==> src/rtl/srmc_sched_pkg.sv <==
package srmc_sched_pkg;

  typedef enum logic [2:0] {
    ST_IDLE,
    ST_WIN,
    ST_CUR,
    ST_ME,
    ST_WAIT,
    ST_PART,
    ST_TALLY
  } sched_st_e;

  // Highest current frame that may use reference frame ref_f.
  function automatic int last_user(int ref_f, int frames, int max_ref);
    return (ref_f + max_ref < frames) ? ref_f + max_ref : frames;
  endfunction

  // Number of references current frame cur_f can have.
  function automatic int valid_refs(int cur_f, int max_ref);
    return (cur_f < max_ref) ? cur_f : max_ref;
  endfunction

endpackage

==> src/rtl/srmc_index_walker.sv <==
module srmc_index_walker
  import srmc_sched_pkg::*;
#(
  parameter int NUM_FRAMES    = 5,
  parameter int MBS_PER_FRAME = 6,
  parameter int MAX_REF       = 4,
  parameter int FW            = 3,
  parameter int MW            = 3
) (
  input  logic          clk,
  input  logic          rst_n,
  input  logic          load,
  input  logic          step,
  output logic [FW-1:0] ref_o,
  output logic [FW-1:0] cur_o,
  output logic [MW-1:0] mb_o,
  output logic          last_cur_o,
  output logic          last_mb_o,
  output logic          last_ref_o
);

  logic [FW-1:0] ref_q, cur_q;
  logic [MW-1:0] mb_q;

  assign last_cur_o = (int'(cur_q) == last_user(int'(ref_q), NUM_FRAMES, MAX_REF));
  assign last_mb_o  = (mb_q == MW'(MBS_PER_FRAME - 1));
  assign last_ref_o = (ref_q == FW'(NUM_FRAMES - 1));

  always_ff @(posedge clk) begin
    if (!rst_n) begin
      ref_q <= '0;
      cur_q <= FW'(1);
      mb_q  <= '0;
    end else if (load) begin
      ref_q <= '0;
      cur_q <= FW'(1);
      mb_q  <= '0;
    end else if (step) begin
      if (!last_cur_o) begin
        cur_q <= cur_q + FW'(1);
      end else if (!last_mb_o) begin
        mb_q  <= mb_q + MW'(1);
        cur_q <= ref_q + FW'(1);
      end else if (!last_ref_o) begin
        mb_q  <= '0;
        ref_q <= ref_q + FW'(1);
        cur_q <= ref_q + FW'(2);
      end
    end
  end

  assign ref_o = ref_q;
  assign cur_o = cur_q;
  assign mb_o  = mb_q;

endmodule

==> src/rtl/srmc_ref_tally.sv <==
module srmc_ref_tally
  import srmc_sched_pkg::*;
#(
  parameter int NUM_FRAMES    = 5,
  parameter int MBS_PER_FRAME = 6,
  parameter int MAX_REF       = 4,
  parameter int FW            = 3,
  parameter int MW            = 3
) (
  input  logic          clk,
  input  logic          rst_n,
  input  logic          bump,
  input  logic [FW-1:0] cur_i,
  input  logic [MW-1:0] mb_i,
  output logic          final_o
);

  localparam int ENTRIES = NUM_FRAMES * MBS_PER_FRAME;
  localparam int CW      = (MAX_REF > 1) ? $clog2(MAX_REF) : 1;

  logic [CW-1:0]      cnt_q [ENTRIES];
  logic [ENTRIES-1:0] sel;
  logic [CW-1:0]      cur_cnt;
  int                 slot;

  always_comb slot = (int'(cur_i) - 1) * MBS_PER_FRAME + int'(mb_i);

  for (genvar e = 0; e < ENTRIES; e++) begin : g_slot
    assign sel[e] = (slot == e);
    always_ff @(posedge clk) begin
      if (!rst_n)
        cnt_q[e] <= '0;
      else if (bump && sel[e])
        cnt_q[e] <= final_o ? '0 : cnt_q[e] + 1'b1;
    end
  end

  always_comb begin
    cur_cnt = '0;
    for (int e = 0; e < ENTRIES; e++)
      if (sel[e]) cur_cnt = cnt_q[e];
  end

  // The count holds completed references minus nothing; this bump closes the set.
  assign final_o = (int'(cur_cnt) == valid_refs(int'(cur_i), MAX_REF) - 1);

endmodule

==> src/rtl/srmc_window_scheduler.sv <==
module srmc_window_scheduler
  import srmc_sched_pkg::*;
#(
  parameter int NUM_FRAMES    = 5,
  parameter int MBS_PER_FRAME = 6,
  parameter int MAX_REF       = 4,
  localparam int FW = $clog2(NUM_FRAMES + 1),
  localparam int MW = (MBS_PER_FRAME > 1) ? $clog2(MBS_PER_FRAME) : 1
) (
  input  logic          clk,
  input  logic          rst_n,
  input  logic          start,
  output logic          sw_req,
  input  logic          sw_ack,
  output logic          cur_req,
  input  logic          cur_ack,
  output logic          me_req,
  input  logic          me_ack,
  input  logic          me_done,
  output logic          pmd_req,
  input  logic          pmd_ack,
  output logic [FW-1:0] ref_frame,
  output logic [FW-1:0] cur_frame,
  output logic [MW-1:0] mb_idx,
  output logic          fmd_ready,
  output logic          seq_done
);

  sched_st_e state_q, state_d;

  logic walk_load, walk_step;
  logic last_cur, last_mb, last_ref, seq_last;
  logic tally_bump, tally_hit;

  assign walk_load  = (state_q == ST_IDLE) && start;
  assign tally_bump = (state_q == ST_TALLY);
  assign walk_step  = tally_bump;
  assign seq_last   = last_cur && last_mb && last_ref;

  srmc_index_walker #(
    .NUM_FRAMES(NUM_FRAMES), .MBS_PER_FRAME(MBS_PER_FRAME),
    .MAX_REF(MAX_REF), .FW(FW), .MW(MW)
  ) u_walk (
    .clk(clk), .rst_n(rst_n), .load(walk_load), .step(walk_step),
    .ref_o(ref_frame), .cur_o(cur_frame), .mb_o(mb_idx),
    .last_cur_o(last_cur), .last_mb_o(last_mb), .last_ref_o(last_ref)
  );

  srmc_ref_tally #(
    .NUM_FRAMES(NUM_FRAMES), .MBS_PER_FRAME(MBS_PER_FRAME),
    .MAX_REF(MAX_REF), .FW(FW), .MW(MW)
  ) u_tally (
    .clk(clk), .rst_n(rst_n), .bump(tally_bump),
    .cur_i(cur_frame), .mb_i(mb_idx), .final_o(tally_hit)
  );

  always_comb begin
    state_d = state_q;
    unique case (state_q)
      ST_IDLE:  if (start)   state_d = ST_WIN;
      ST_WIN:   if (sw_ack)  state_d = ST_CUR;
      ST_CUR:   if (cur_ack) state_d = ST_ME;
      ST_ME:    if (me_ack)  state_d = ST_WAIT;
      ST_WAIT:  if (me_done) state_d = ST_PART;
      ST_PART:  if (pmd_ack) state_d = ST_TALLY;
      ST_TALLY: state_d = seq_last ? ST_IDLE : (last_cur ? ST_WIN : ST_CUR);
      default:  state_d = ST_IDLE;
    endcase
  end

  always_ff @(posedge clk) begin
    if (!rst_n) state_q <= ST_IDLE;
    else        state_q <= state_d;
  end

  assign sw_req    = (state_q == ST_WIN);
  assign cur_req   = (state_q == ST_CUR);
  assign me_req    = (state_q == ST_ME);
  assign pmd_req   = (state_q == ST_PART);
  assign fmd_ready = tally_bump && tally_hit;
  assign seq_done  = tally_bump && seq_last;

endmodule

==> config.mk <==
export PLATFORM = sky130hd
export DESIGN_NAME = srmc_window_scheduler
export DESIGN_NICKNAME = d
export VERILOG_FILES = /design/src/rtl/srmc_sched_pkg.sv /design/src/rtl/srmc_index_walker.sv /design/src/rtl/srmc_ref_tally.sv /design/src/rtl/srmc_window_scheduler.sv
export SDC_FILE = /design/constraint.sdc
export NUM_CORES = 1
export LEC_CHECK = 0
export BUFFER_PORTS_ARGS = -buffer_cell sky130_fd_sc_hd__buf_2
export CORE_MARGIN = 8
export CORE_UTILIZATION = 46
export CTS_CLUSTER_SIZE = 24
export DETAILED_ROUTE_END_ITERATION = 6
export PLACE_DENSITY_LB_ADDON = 0.05
export SLEW_MARGIN = 20
export SYNTH_ARGS = -nofsm -noshare
export SYNTH_HDL_FRONTEND = slang
export SYNTH_SLANG_ARGS = --single-unit
==> constraint.sdc <==
create_clock -name clk -period 10.7 [get_ports clk]
set_input_delay 0.535 -clock clk [delete_from_list [all_inputs] [get_ports clk]]
set_output_delay 0.535 -clock clk [all_outputs]
set_load 0.03 [all_outputs]
==> summary.md, run 1 <==
| Metric | Value |
|---|---|
| Root Buffer | `clkbuf_16` |
| Worst-path clk slew | `0.06 ns` |
| Critical Path Sink Type | `output pin` |
| Startpoint types | `flip-flop` |
| Overall Global Routing Usage | `18.1%` |
| Sequential cell area | `2040 sq um` |
| Die height | `122 um` |
| Tmin final | `5.90 ns` |
| DIE AREA | `14900 sq um` |
| Maximum root-to-sink buffer count | `2` |
| Synth area leaders | `edfxtp_1, xnor2_1, nor4_1` |
| Critical path, cell by cell | `inv_1 -> ha_1 -> xor2_1 -> ha_1 -> ha_1 -> inv_1 -> fa_1 -> inv_1 -> ha_1 -> inv_1 -> ha_1 -> nand3b_1 -> a2111o_1 -> mux2i_1 -> o2111ai_2 -> a211oi_1 -> o21ai_1 -> or3_1 -> a2111oi_0 -> buf_2` |
| Layout area overhead | `8.83%` |
| Fraction of the yosys area taken by sequential cells | `39.4%` |
| Core area | `10900 sq um` |
| # IOs | `23` |
| Fin crit share | `55.1%` |
| Starting Density | `47.4%` |
| Number of synthesized register bits | `72` |
| ANT nets after route | `0` |
| Drt pass-1 iters | `5` |
| Filler cells | `1010` |
| First-pass GRT wire length | `21200 um` |
| Status | `finished, final reports clean` |
| Post-CTS Setup Bufs | `0` |
| Slew headroom | `43.1%` |
| Maximum VDD drop | `0.118 mV` |
| N_diodes | `0` |
| Gpl congestion | `0.857` |
| Vias/cell | `6.23` |
| Area of the multi-input gates | `2890 sq um` |
| Final Instance Count excl. Fillers | `663` |
| Layout Nets | `548` |
| CP max FO | `8` |
| Final hold violations | `0` |
| Sinks on the clock net | `72` |
| CTS resizes | `0` |
| Setup_tns | `0 ns` |
| Wire length on met3 | `543 um` |
| Pins Over Slew Limit | `0` |
| Post-synth top flop | `edfxtp_1` |
| Fmax | `170 MHz` |
| Met2 WL post-DR | `5830 um` |
| Setup Skew | `0.00605 ns` |
| Slowest-stage cell, CP | `dfxtp_1` |
| Crit path DAT | `5.36 ns` |
| DP HPWL | `8730 um` |
| Clk Latency, worst-skew pair | `0.34 ns` |
| Pleak | `0.00179 uW` |
| EDFF count, synth | `60` |
| Clock buffer count from CTS | `9` |
| Synthesized area | `5190 sq um` |
| Largest net degree at the start of global routing | `61` |
| Cts hold-fix bufs | `0` |
| Hold_ws | `0.524 ns` |
| Routed length per placed instance | `19.5 um` |
| Remaining global-route overflow | `0` |
| Final Total Pwr | `714 uW` |
| Synth Instances | `519` |
| Post-Route WL | `12900 um` |
| CP most frequent cell | `ha_1` |
| Via count | `4132` |
| Yosys top cell area share | `34.7%` |
| DRT iter0 DRCs | `290` |
| Critical Path RT | `10.17 ns` |
| Worst Tran Pin Value | `0.854 ns` |
| # rows | `38` |
| Metal-1 WL | `6340 um` |
| CP top delay family | `adder cells` |
| Final core utilization | `51.6%` |
| Syn avg cell area | `10.0 sq um` |
| Layout cells sized above 1 | `16.4%` |
| Crit path buffers/inverters | `5` |
| Post-synth ARST share | `0%` |
| Vias in the first global route | `3960` |
| Die W | `122 um` |
| Max stage delay on crit path | `0.52 ns` |
| Yosys cell types | `68` |
| Dpl cells | `647` |
| Setup CP Type | `flip-flop to output pin` |
| Antenna violations before repair | `0` |
| CTS tree | `yes` |
| Max Cap Viol | `0` |
| H-tree levels | `3` |
| DRC viols | `0` |
| Syn nets | `549` |
| Power per cell area | `127 nW/um^2` |
| RSZ-0062 raised after global routing | `no` |
| Final setup fails | `0` |
| Synth area leader | `edfxtp_1` |
| Yosys warning total | `0` |
| IO Port Bufs | `22` |
| Worst Hold Class | `primary input to flip-flop` |
| Uppermost layer routed | `met4` |
[cells in the final DEF, fill, tap and decap left out, types with 5 or more instances in the layout]
cell type	synthesis	routed
a211oi_1	7	7
a21oi_1	12	12
a31oi_1	7	7
buf_2	12	22
clkbuf_16	0	9
dfxtp_1	12	11
edfxtp_1	60	60
ha_1	19	19
inv_1	23	23
mux2i_1	15	15
mux4_2	5	5
nand2_1	40	40
nand2b_1	5	5
nand3_1	10	10
nand4_1	7	7
nor2_1	27	27
nor2b_1	5	5
nor3_1	9	9
nor4_1	40	40
nor4_2	20	20
o2111ai_1	5	5
o211ai_1	6	6
o21ai_0	43	43
xnor2_1	34	34
xor2_1	5	5
[power by group]
group | switching [uW] | internal [uW] | total, uW | leakage, uW
Clock | 117 | 203 | 320 | 0.000146
Combinational | 38.0 | 26.6 | 64.6 | 0.000931
Sequential | 16.2 | 314 | 330 | 0.000717
Total | 171 | 544 | 714 | 0.00179
[worst paths after layout]
check | startpoint | end | slack, ns | cells past startpoint
max reg2reg | u_walk.cur_o[0] | u_tally.cnt_q[1][26] | 5.31 | 21
min | me_ack | state_q[2] | 0.52 | 4
max | u_walk.cur_o[0] | fmd_ready | 4.80 | 20
min reg2reg | u_walk.mb_o[2] | u_walk.mb_o[2] | 0.60 | 2
[worst register-to-register path: cells and delay by family (launching register included)]
kind,cells,cell delay (ns)
xor+xnor,1,0.16
buf+inv,5,0.99
mux,2,0.38
compound gates,5,1.10
flops,1,0.52
simple gates,2,0.40
fa+ha+maj,6,1.55
[per-stage QoR]
stage	setup slack [ns]	instance area (sq um)
3_5_place_dp	5.10	5330
5_1_grt	4.34	5650
6_report	4.80	5650
2_1_floorplan	4.39	5190
3_3_place_gp	5.22	5330
4_1_cts	4.73	5650
[kinds of logic (layout without fill, tap and decap cells)]
| logic type | after synthesis | after routing | share of synthesized area [%] |
|---|---|---|---|
| and+or+nand+nor | 189 | 189 | 22.5 |
| adders and majority gates | 22 | 22 | 5.74 |
| muxes | 23 | 23 | 5.72 |
| DFF | 72 | 72 | 39.4 |
| AOI/OAI and AO/OA | 110 | 110 | 14.1 |
| other | 1 | 1 | 0.0723 |
| buffers and inverters | 61 | 65 | 5.14 |
| xor gates and xnor gates | 41 | 41 | 7.43 |
[flip-flops by register name (all words and copies together), names as in the netlist]
name / cells
state_q: 3
u_tally.cnt_q: 60
u_walk.cur_o: 3
u_walk.mb_o: 3
u_walk.ref_o: 3
[per-layer routing]
layer	vias to the layer above	global-route usage, %
met5	-	0
met2	93	27.0
met3	19	3.05
met1	2045	25.8
li1	1975	-
met4	0	6.40
[layout make-up]
class / count / share of cell area [%]
Tap cell: 140 / 3.10
Multi-Input combinational cell: 386 / 51.2
Inverter: 23 / 1.53
Timing Repair Buffer: 26 / 2.48
Clock inverter: 6 / 1.48
Clock buffer: 10 / 4.06
Sequential cell: 72 / 36.2
[cell usage after synthesis (all sizes together) (3+ instances only)]
library cell  number
a211oi             7
a21oi             12
a31oi              7
and2               3
buf               20
clkbuf            18
dfxtp             12
edfxtp            60
fa                 3
ha                19
inv               23
mux2               3
mux2i             15
mux4               5
nand2             40
nand2b             5
nand3             10
nand3b             4
nand4              7
nor2              28
nor2b              5
nor3              10
nor3b              4
nor4              60
o2111ai            6
o211ai             7
o21ai             44
o22ai              4
or2                5
xnor2             35
xor2               6
Note: power is estimated with default switching activity, not from simulation.
==> run 2: changes to the inputs <==
==> constraint.sdc (replaced) <==
create_clock -name clk -period 5.4 [get_ports clk]
set_input_delay 0.27 -clock clk [delete_from_list [all_inputs] [get_ports clk]]
set_output_delay 0.27 -clock clk [all_outputs]
set_load 0.03 [all_outputs]
==> run 2 against run 1 <==
Power grew 97%; register-to-register slack worse by 4.7 ns; worst hold slack lost 0.25 ns; cell count increased by 1.4%; global-route usage is 0.63 points higher; clock-buffer cell count decreased by 1; first-iteration DRC count grew 11%; flip-flop and latch count is the same; non-clock buffer count rose by 9; wire length grew 3.1%; sequential share of layout area fell by 0.61 points; utilization increased by 0.88 points; critical endpoint unchanged; largest cell class unchanged; largest power group unchanged.
==> summary.md, run 2 (synthesis gave the netlist of run 1 again) <==
| Metric | Value |
|---|---|
| Switching share of power | `26.1% (+2.2 points)` |
| # rows | `38 (unchanged)` |
| Max stage delay on crit path | `0.39 ns (-0.13 ns)` |
| Critical Path Sink Type | `output pin` |
| Hold_ws | `0.277 ns (-0.247 ns)` |
| Int Pwr | `1040 uW (+91%)` |
| Setup CP Type | `flip-flop to output pin` |
| Most frequent cells in the layout | `edfxtp_1, o21ai_0, nand2_1, nor4_1, xnor2_1` |
| Worst-path clk slew | `0.06 ns (about the same)` |
| DP HPWL | `9060 um (+3.8%)` |
| Vias in the first global route | `4044 (+2.1%)` |
| Setup WS pre-CTS | `0.574 ns (-4.53 ns)` |
| Layout area overhead | `10.7%` |
| Sequential share of power | `46.6% (+0.4 points)` |
| Max Cap Viol | `0 (unchanged)` |
| Remaining global-route overflow | `0 (unchanged)` |
| CTS tree | `yes` |
| Setup_tns | `0 ns (unchanged)` |
| Slowest-stage cell, CP | `a2111o_1` |
| DRC viols | `0 (unchanged)` |
| First-pass GRT wire length | `22100 um (+4.3%)` |
| Largest net degree at the start of global routing | `61 (unchanged)` |
| Pins Over Slew Limit | `0 (unchanged)` |
| Core area | `10900 sq um (unchanged)` |
| Pleak | `0.00184 uW (+2.6%)` |
| Fmax | `197 MHz` |
| Slew headroom | `38.7% (-4.4 points)` |
| Gpl congestion | `0.903 (+5.4%)` |
| Overall Global Routing Usage | `18.7% (+0.63 points)` |
| Final core utilization | `52.5% (+0.88 points)` |
| Vias/cell | `6.26 (+0.40%)` |
| Clk pwr share | `44.1% (-0.6 points)` |
| # IOs | `23 (unchanged)` |
| Layout Nets | `557 (+1.6%)` |
| Maximum root-to-sink buffer count | `2 (unchanged)` |
| Final hold violations | `0 (unchanged)` |
| CP max FO | `7 (-1)` |
| Crit path DAT | `4.81 ns (-0.55 ns)` |
| DRT iter0 DRCs | `322 (+11%)` |
| Die W | `122 um (unchanged)` |
| Filler cells | `1000 (-0.99%)` |
| Critical path, cell by cell | `inv_1 -> ha_1 -> inv_1 -> ha_1 -> ha_1 -> inv_1 -> fa_1 -> inv_1 -> ha_1 -> inv_1 -> ha_1 -> nand3b_1 -> a2111o_1 -> mux2i_2 -> o2111ai_2 -> a211oi_1 -> o21ai_1 -> or3_1 -> a2111oi_4 -> buf_4` |
| Cts hold-fix bufs | `0 (unchanged)` |
| Most common cell after layout, fill and taps aside | `edfxtp_1` |
| Fin crit share | `94.1%` |
| Clk Latency, worst-skew pair | `0.34 ns (about the same)` |
| Dpl cells | `653 (+0.93%)` |
| Crit path buffers/inverters | `6 (+1)` |
| N_diodes | `0 (unchanged)` |
| RSZ-0062 raised after global routing | `no` |
| Worst Hold Class | `primary input to flip-flop` |
| Final setup fails | `0 (unchanged)` |
| Drt pass-1 iters | `5 (unchanged)` |
| Critical Path RT | `5.13 ns (-5.04 ns)` |
| Worst Tran Pin Value | `0.919 ns (+0.0657 ns)` |
| Layout cells sized above 1 | `18.6% (+2.2 points)` |
| Post-Route WL | `13300 um (+3.1%)` |
| Setup Skew | `0.00776 ns (+0.00171 ns)` |
| Via count | `4205 (+1.8%)` |
| Reg with most FFs | `u_tally.cnt_q` |
| Routed length per placed instance | `19.8 um (+1.7%)` |
| DIE AREA | `14900 sq um (unchanged)` |
| Crit path depth | `20 (unchanged)` |
| Combinational Power Share | `9.3% (+0.3 points)` |
| Clock buffer count from CTS | `9 (unchanged)` |
| ANT nets after route | `0 (unchanged)` |
| Register-to-register setup slack | `0.60 ns (-4.71 ns)` |
| Root Buffer | `clkbuf_16` |
| Maximum VDD drop | `0.168 mV (+43%)` |
| Power per cell area | `245 nW/um^2 (+93%)` |
| Final worst slack | `0.319 ns (-4.48 ns)` |
| Worst hold stages | `4 (unchanged)` |
| Status | `finished, final reports clean` |
| Starting Density | `47.4% (unchanged)` |
| Sequential cell area | `2040 sq um (unchanged)` |
| Sinks on the clock net | `72 (unchanged)` |
| Startpoint types | `flip-flop` |
| CP top delay family | `adder cells` |
| Antenna violations before repair | `0 (unchanged)` |
| Tmin final | `5.08 ns` |
| Reg2Reg Depth | `22 (+4.8%)` |
| Final Instance Count excl. Fillers | `672 (+1.4%)` |
| H-tree levels | `3 (unchanged)` |
| Largest register FFs | `60 (unchanged)` |
| Area of the multi-input gates | `2910 sq um (+0.78%)` |
| Die height | `122 um (unchanged)` |
| IO Port Bufs | `22 (unchanged)` |
| NetSw | `366 uW (+110%)` |
run 2: layer usage:
metal | share of wire (%) | routed length (um) | global-route usage [%]
met3 | 4.6 | 615 | 2.92
met4 | 1.5 | 195 | 5.94
met5 | 0 | 0 | 0
met1 | 49 | 6590 | 27.3
met2 | 44 | 5920 | 27.6
run 2: per-stage QoR:
stage	total power, uW	cell area, sq um
after global routing	1440	5740
after global placement	792	5400
after CTS	1410	5700
after floorplan	759	5190
after detailed placement	794	5400
final	1400	5740
run 2: tightest hold or removal path, stage by stage:
cell	delay, ns
buf_2	0.09
nand2_1	0.04
o21ai_0	0.06
and2_1	0.12
run 2: path summary, 6_finish.rpt:
path	startpoint	end
min	me_ack	state_q[2]
min reg2reg	u_walk.mb_o[2]	u_walk.mb_o[2]
max	u_walk.cur_o[1]	fmd_ready
max reg2reg	u_walk.cur_o[1]	u_tally.cnt_q[0][7]
run 2: cell type report:
| type | instances | area share (%) |
|---|---|---|
| Tap cell | 140 | 3.05 |
| Timing Repair Buffer | 35 | 3.88 |
| Clock buffer | 9 | 3.92 |
| Inverter | 23 | 1.50 |
| Clock inverter | 7 | 1.37 |
| Sequential cell | 72 | 35.6 |
| Multi-Input combinational cell | 386 | 50.7 |
run 2: timing repair:
item                                    4_1_cts  5_1_grt
resized for setup                             0        3
buffers inserted                              0        3
hold endpoints to repair                      0        0
endpoints found under the setup margin        0        1
run 2: power groups by stage:
stage          clock network (uW)  registers (uW)  logic (uW)
5_1_grt                       642             658         144
4_1_cts                       626             654         129
2_1_floorplan                   0             647         113
6_report                      619             654         131
3_3_place_gp                    0             665         127
3_5_place_dp                    0             666         128
==> run 3: changes to the inputs <==
--- a/config.mk
+++ b/config.mk
@@ -5,6 +5,7 @@
 export SDC_FILE = /design/constraint.sdc
 export NUM_CORES = 1
 export LEC_CHECK = 0
+export ABC_AREA = 1
 export BUFFER_PORTS_ARGS = -buffer_cell sky130_fd_sc_hd__buf_2
 export CORE_MARGIN = 8
 export CORE_UTILIZATION = 46
==> run 3 against run 2 <==
The run now ends with setup timing left; clock-buffer cell count is 1 higher; final area increased by 15%; die area is 3.9% higher; first-iteration DRC count decreased by 16%; fmax is 9.9% lower; sequential share of layout area shrank 4.6 points; synthesized cell count is 41% higher; non-clock buffer count rose by 38; cell count grew 40%; via count increased by 19%; global-route usage hardly changed; synthesized area is 4.5% higher; critical endpoint unchanged.
==> summary.md, run 3 <==
| Metric | Value |
|---|---|
| Final instance area | `6590 sq um (+15%)` |
| Largest register FFs | `60 (unchanged)` |
| # IOs | `23 (unchanged)` |
| CP max FO | `5 (-2)` |
| Pleak | `0.00263 uW (+43%)` |
| Vias/cell | `5.31 (-15%)` |
| Root Buffer | `clkbuf_16` |
| EDFF count, synth | `60 (unchanged)` |
| DP HPWL | `10400 um (+15%)` |
| Startpoint types | `flip-flop` |
| Worst Hold Class | `primary input to flip-flop` |
| Antenna violations before repair | `0 (unchanged)` |
| Maximum VDD drop | `0.190 mV (+13%)` |
| First-pass GRT wire length | `24000 um (+8.7%)` |
| H-tree levels | `3 (unchanged)` |
| Critical Path RT | `5.13 ns (about the same)` |
| Post-synth top flop | `edfxtp_1` |
| Fmax | `177 MHz (-9.9%)` |
| Sinks on the clock net | `72 (unchanged)` |
| Register-to-register setup slack | `-0.18 ns (-0.78 ns)` |
| Yosys warning total | `0 (unchanged)` |
| Top-count cell post-synth | `nor2_1` |
| Syn avg cell area | `7.40 sq um (-26%)` |
| Layout cells sized above 1 | `22.0% (+3.4 points)` |
| Final setup fails | `61 (+61)` |
| Via count | `5016 (+19%)` |
| Routed length per placed instance | `15.3 um (-23%)` |
| Worst setup path start | `u_walk.cur_o[1]` |
| Power per cell area | `293 nW/um^2 (+20%)` |
| Post-synth ARST share | `0% (unchanged)` |
| Slew headroom | `36.2% (-2.5 points)` |
| Die W | `125 um (+1.9%)` |
| Hold wc startpoint | `rst_n` |
| Most Crowded Layer GR | `met2` |
| Pins Over Slew Limit | `0 (unchanged)` |
| DRC viols | `0 (unchanged)` |
| Largest net degree at the start of global routing | `56 (-8.2%)` |
| Setup CP Type | `flip-flop to output pin` |
| Post-DP Area | `5860 sq um (+8.6%)` |
| Crit path DAT | `5.37 ns (+0.56 ns)` |
| CTS tree | `yes` |
| Drt pass-1 iters | `5 (unchanged)` |
| Number of synthesized register bits | `72 (unchanged)` |
| Die height | `125 um (+1.9%)` |
| Grt met1 use | `24.9% (-2.4 points)` |
| Grt met2 use | `29.2% (+1.5 points)` |
| Fraction of the yosys area taken by sequential cells | `37.7% (-1.7 points)` |
| Reg with most FFs | `u_tally.cnt_q` |
| ANT nets after route | `0 (unchanged)` |
| N_diodes | `0 (unchanged)` |
| IO Port Bufs | `22 (unchanged)` |
| Max Cap Viol | `0 (unchanged)` |
| Remaining global-route overflow | `0 (unchanged)` |
| Most frequent cells in the layout | `nor2_1, nand2_1, inv_1, edfxtp_1, nand3_1` |
| DIE AREA | `15500 sq um (+3.9%)` |
| Final worst slack | `-0.240 ns (-0.559 ns)` |
| Most common cell after layout, fill and taps aside | `nor2_1` |
| Tmin final | `5.64 ns (+0.559 ns)` |
| Clk Latency, worst-skew pair | `0.34 ns (about the same)` |
| Synth cell count leaders | `nor2_1, nand2_1, inv_1` |
| Layout Nets | `827 (+48%)` |
| Layout area overhead | `21.6%` |
| Synth area leader | `edfxtp_1` |
| Status | `complete, but fails checks` |
| Setup Skew | `0.00905 ns (+0.00129 ns)` |
| Synth area leaders | `edfxtp_1, nor2_1, nand2_1` |
| Max stage delay on crit path | `0.35 ns (-0.04 ns)` |
| Starting Density | `47.3% (-0.15 points)` |
| Post-Route WL | `14400 um (+8.1%)` |
| Syn nets | `763 (+39%)` |
| Slowest-stage cell, CP | `dfxtp_2` |
| Gpl congestion | `0.917 (+1.5%)` |
| RSZ-0062 raised after global routing | `yes` |
| Synth Instances | `733 (+41%)` |
| Final Total Pwr | `1930 uW (+38%)` |
| # rows | `39 (+2.6%)` |
| Yosys top cell area share | `33.2% (-1.5 points)` |
| CP most frequent cell | `nand3_1` |
| Core area | `11500 sq um (+4.9%)` |
| Final hold violations | `0 (unchanged)` |
| Fin crit share | `104% (+10 points)` |
| Overall Global Routing Usage | `18.7% (about the same)` |
| RR Startpoint | `u_walk.cur_o[1]` |
| DRT iter0 DRCs | `269 (-16%)` |
| Synthesized area | `5420 sq um (+4.5%)` |
| Worst-path clk slew | `0.05 ns (about the same)` |
| Yosys cell types | `40 (-41%)` |
| Clock buffer count from CTS | `9 (unchanged)` |
| M3 GR Usage | `4.09% (+1.2 points)` |
| Maximum root-to-sink buffer count | `2 (unchanged)` |
| Critical Path Sink Type | `output pin` |
| Failing checks | `setup timing` |
| Vias in the first global route | `4912 (+21%)` |
| Cts hold-fix bufs | `0 (unchanged)` |
| Worst Tran Pin Value | `0.955 ns (+0.0355 ns)` |
| Hold_ws | `0.395 ns (+0.118 ns)` |
-- run 3: cell types whose count changed in the layout (fill, tap and decap cells not counted), moves of 8 or more --
cell	before	now
nand3_1	10	46
nor4_2	20	0
nor4_1	40	6
inv_2	0	8
buf_4	13	42
inv_1	23	96
nand2_1	40	108
mux2i_1	14	0
nor2_2	0	8
nand4_1	7	16
nand3_2	0	27
nor2_1	27	147
nand2_2	0	15
-- run 3: path summary, 6_finish.rpt --
path / end / depth (start not counted)
worst max-delay path: fmd_ready / 43
worst min register to register: state_q[2] / 2
worst max register to register: u_tally.cnt_q[0][14] / 46
worst min-delay path: state_q[0] / 3
-- run 3: routing by layer --
| layer | vias up | share of wire [%] |
|---|---|---|
| li1 | 2516 | - |
| met1 | 2355 | 49 |
| met2 | 125 | 45 |
| met3 | 20 | 4.7 |
| met4 | 0 | 1.9 |
| met5 | - | 0 |
-- run 3: metrics by stage --
step	util (%)	setup WS, ns	instances	setup TNS, ns
6_report	57.5	-0.240	944	-9.84
4_1_cts	56.5	-0.292	943	-11.32
3_3_place_gp	51.1	-0.184	912	-9.65
3_5_place_dp	51.1	-0.353	912	-17.85
2_1_floorplan	-	0.0628	733	0
5_1_grt	57.5	-0.561	944	-28.71
-- run 3: cell type report --
cell class / instances / area (sq um)
Clock inverter: 5 / 25.0
Fill cell: 1049 / 4870
Inverter: 108 / 415
Tap cell: 143 / 179
Clock buffer: 10 / 229
Sequential cell: 72 / 2040
Timing Repair Buffer: 73 / 592
Multi-Input combinational cell: 533 / 3110
-- run 3: cell families (layout without fill, tap and decap cells) --
logic type                 count (synthesis)  after routing  synth area share [%]
and+or+nand+nor                          408            408                  34.6
buffers and inverters                    128            196                  9.60
DFF                                       72             72                  37.7
AOI/OAI and AO/OA                         67             67                  6.92
xor gates and xnor gates                  35             35                  5.65
adders and majority gates                 22             22                  5.49
other                                      1              1                0.0692
-- run 3: report_power, final --
group / leakage, uW / total [uW] / internal [uW] / switching [uW]
sequential: 0.000717 / 655 / 627 / 28.6
combinational: 0.00179 / 752 / 321 / 431
clock: 0.000123 / 525 / 303 / 222
total: 0.00263 / 1930 / 1250 / 682
-- run 3: worst max-delay path: cells and delay by family, from the launching register on --
kind	cells	cell delay (ns)
AO/OA/AOI/OAI	1	0.19
adder cells (fa/ha/maj)	6	1.35
XOR/XNOR	1	0.15
flip-flops	1	0.35
AND/OR/NAND/NOR	26	2.25
buffers and inverters	9	0.77
-- run 3: what timing repair did --
action / in CTS / in global routing
pin swaps: 24 / 21
endpoints found under the hold margin: 0 / 0
setup buffers: 14 / 2
endpoints found under the setup margin: 61 / 61
gates resized for setup: 50 / 31
cloned: 2 / 0
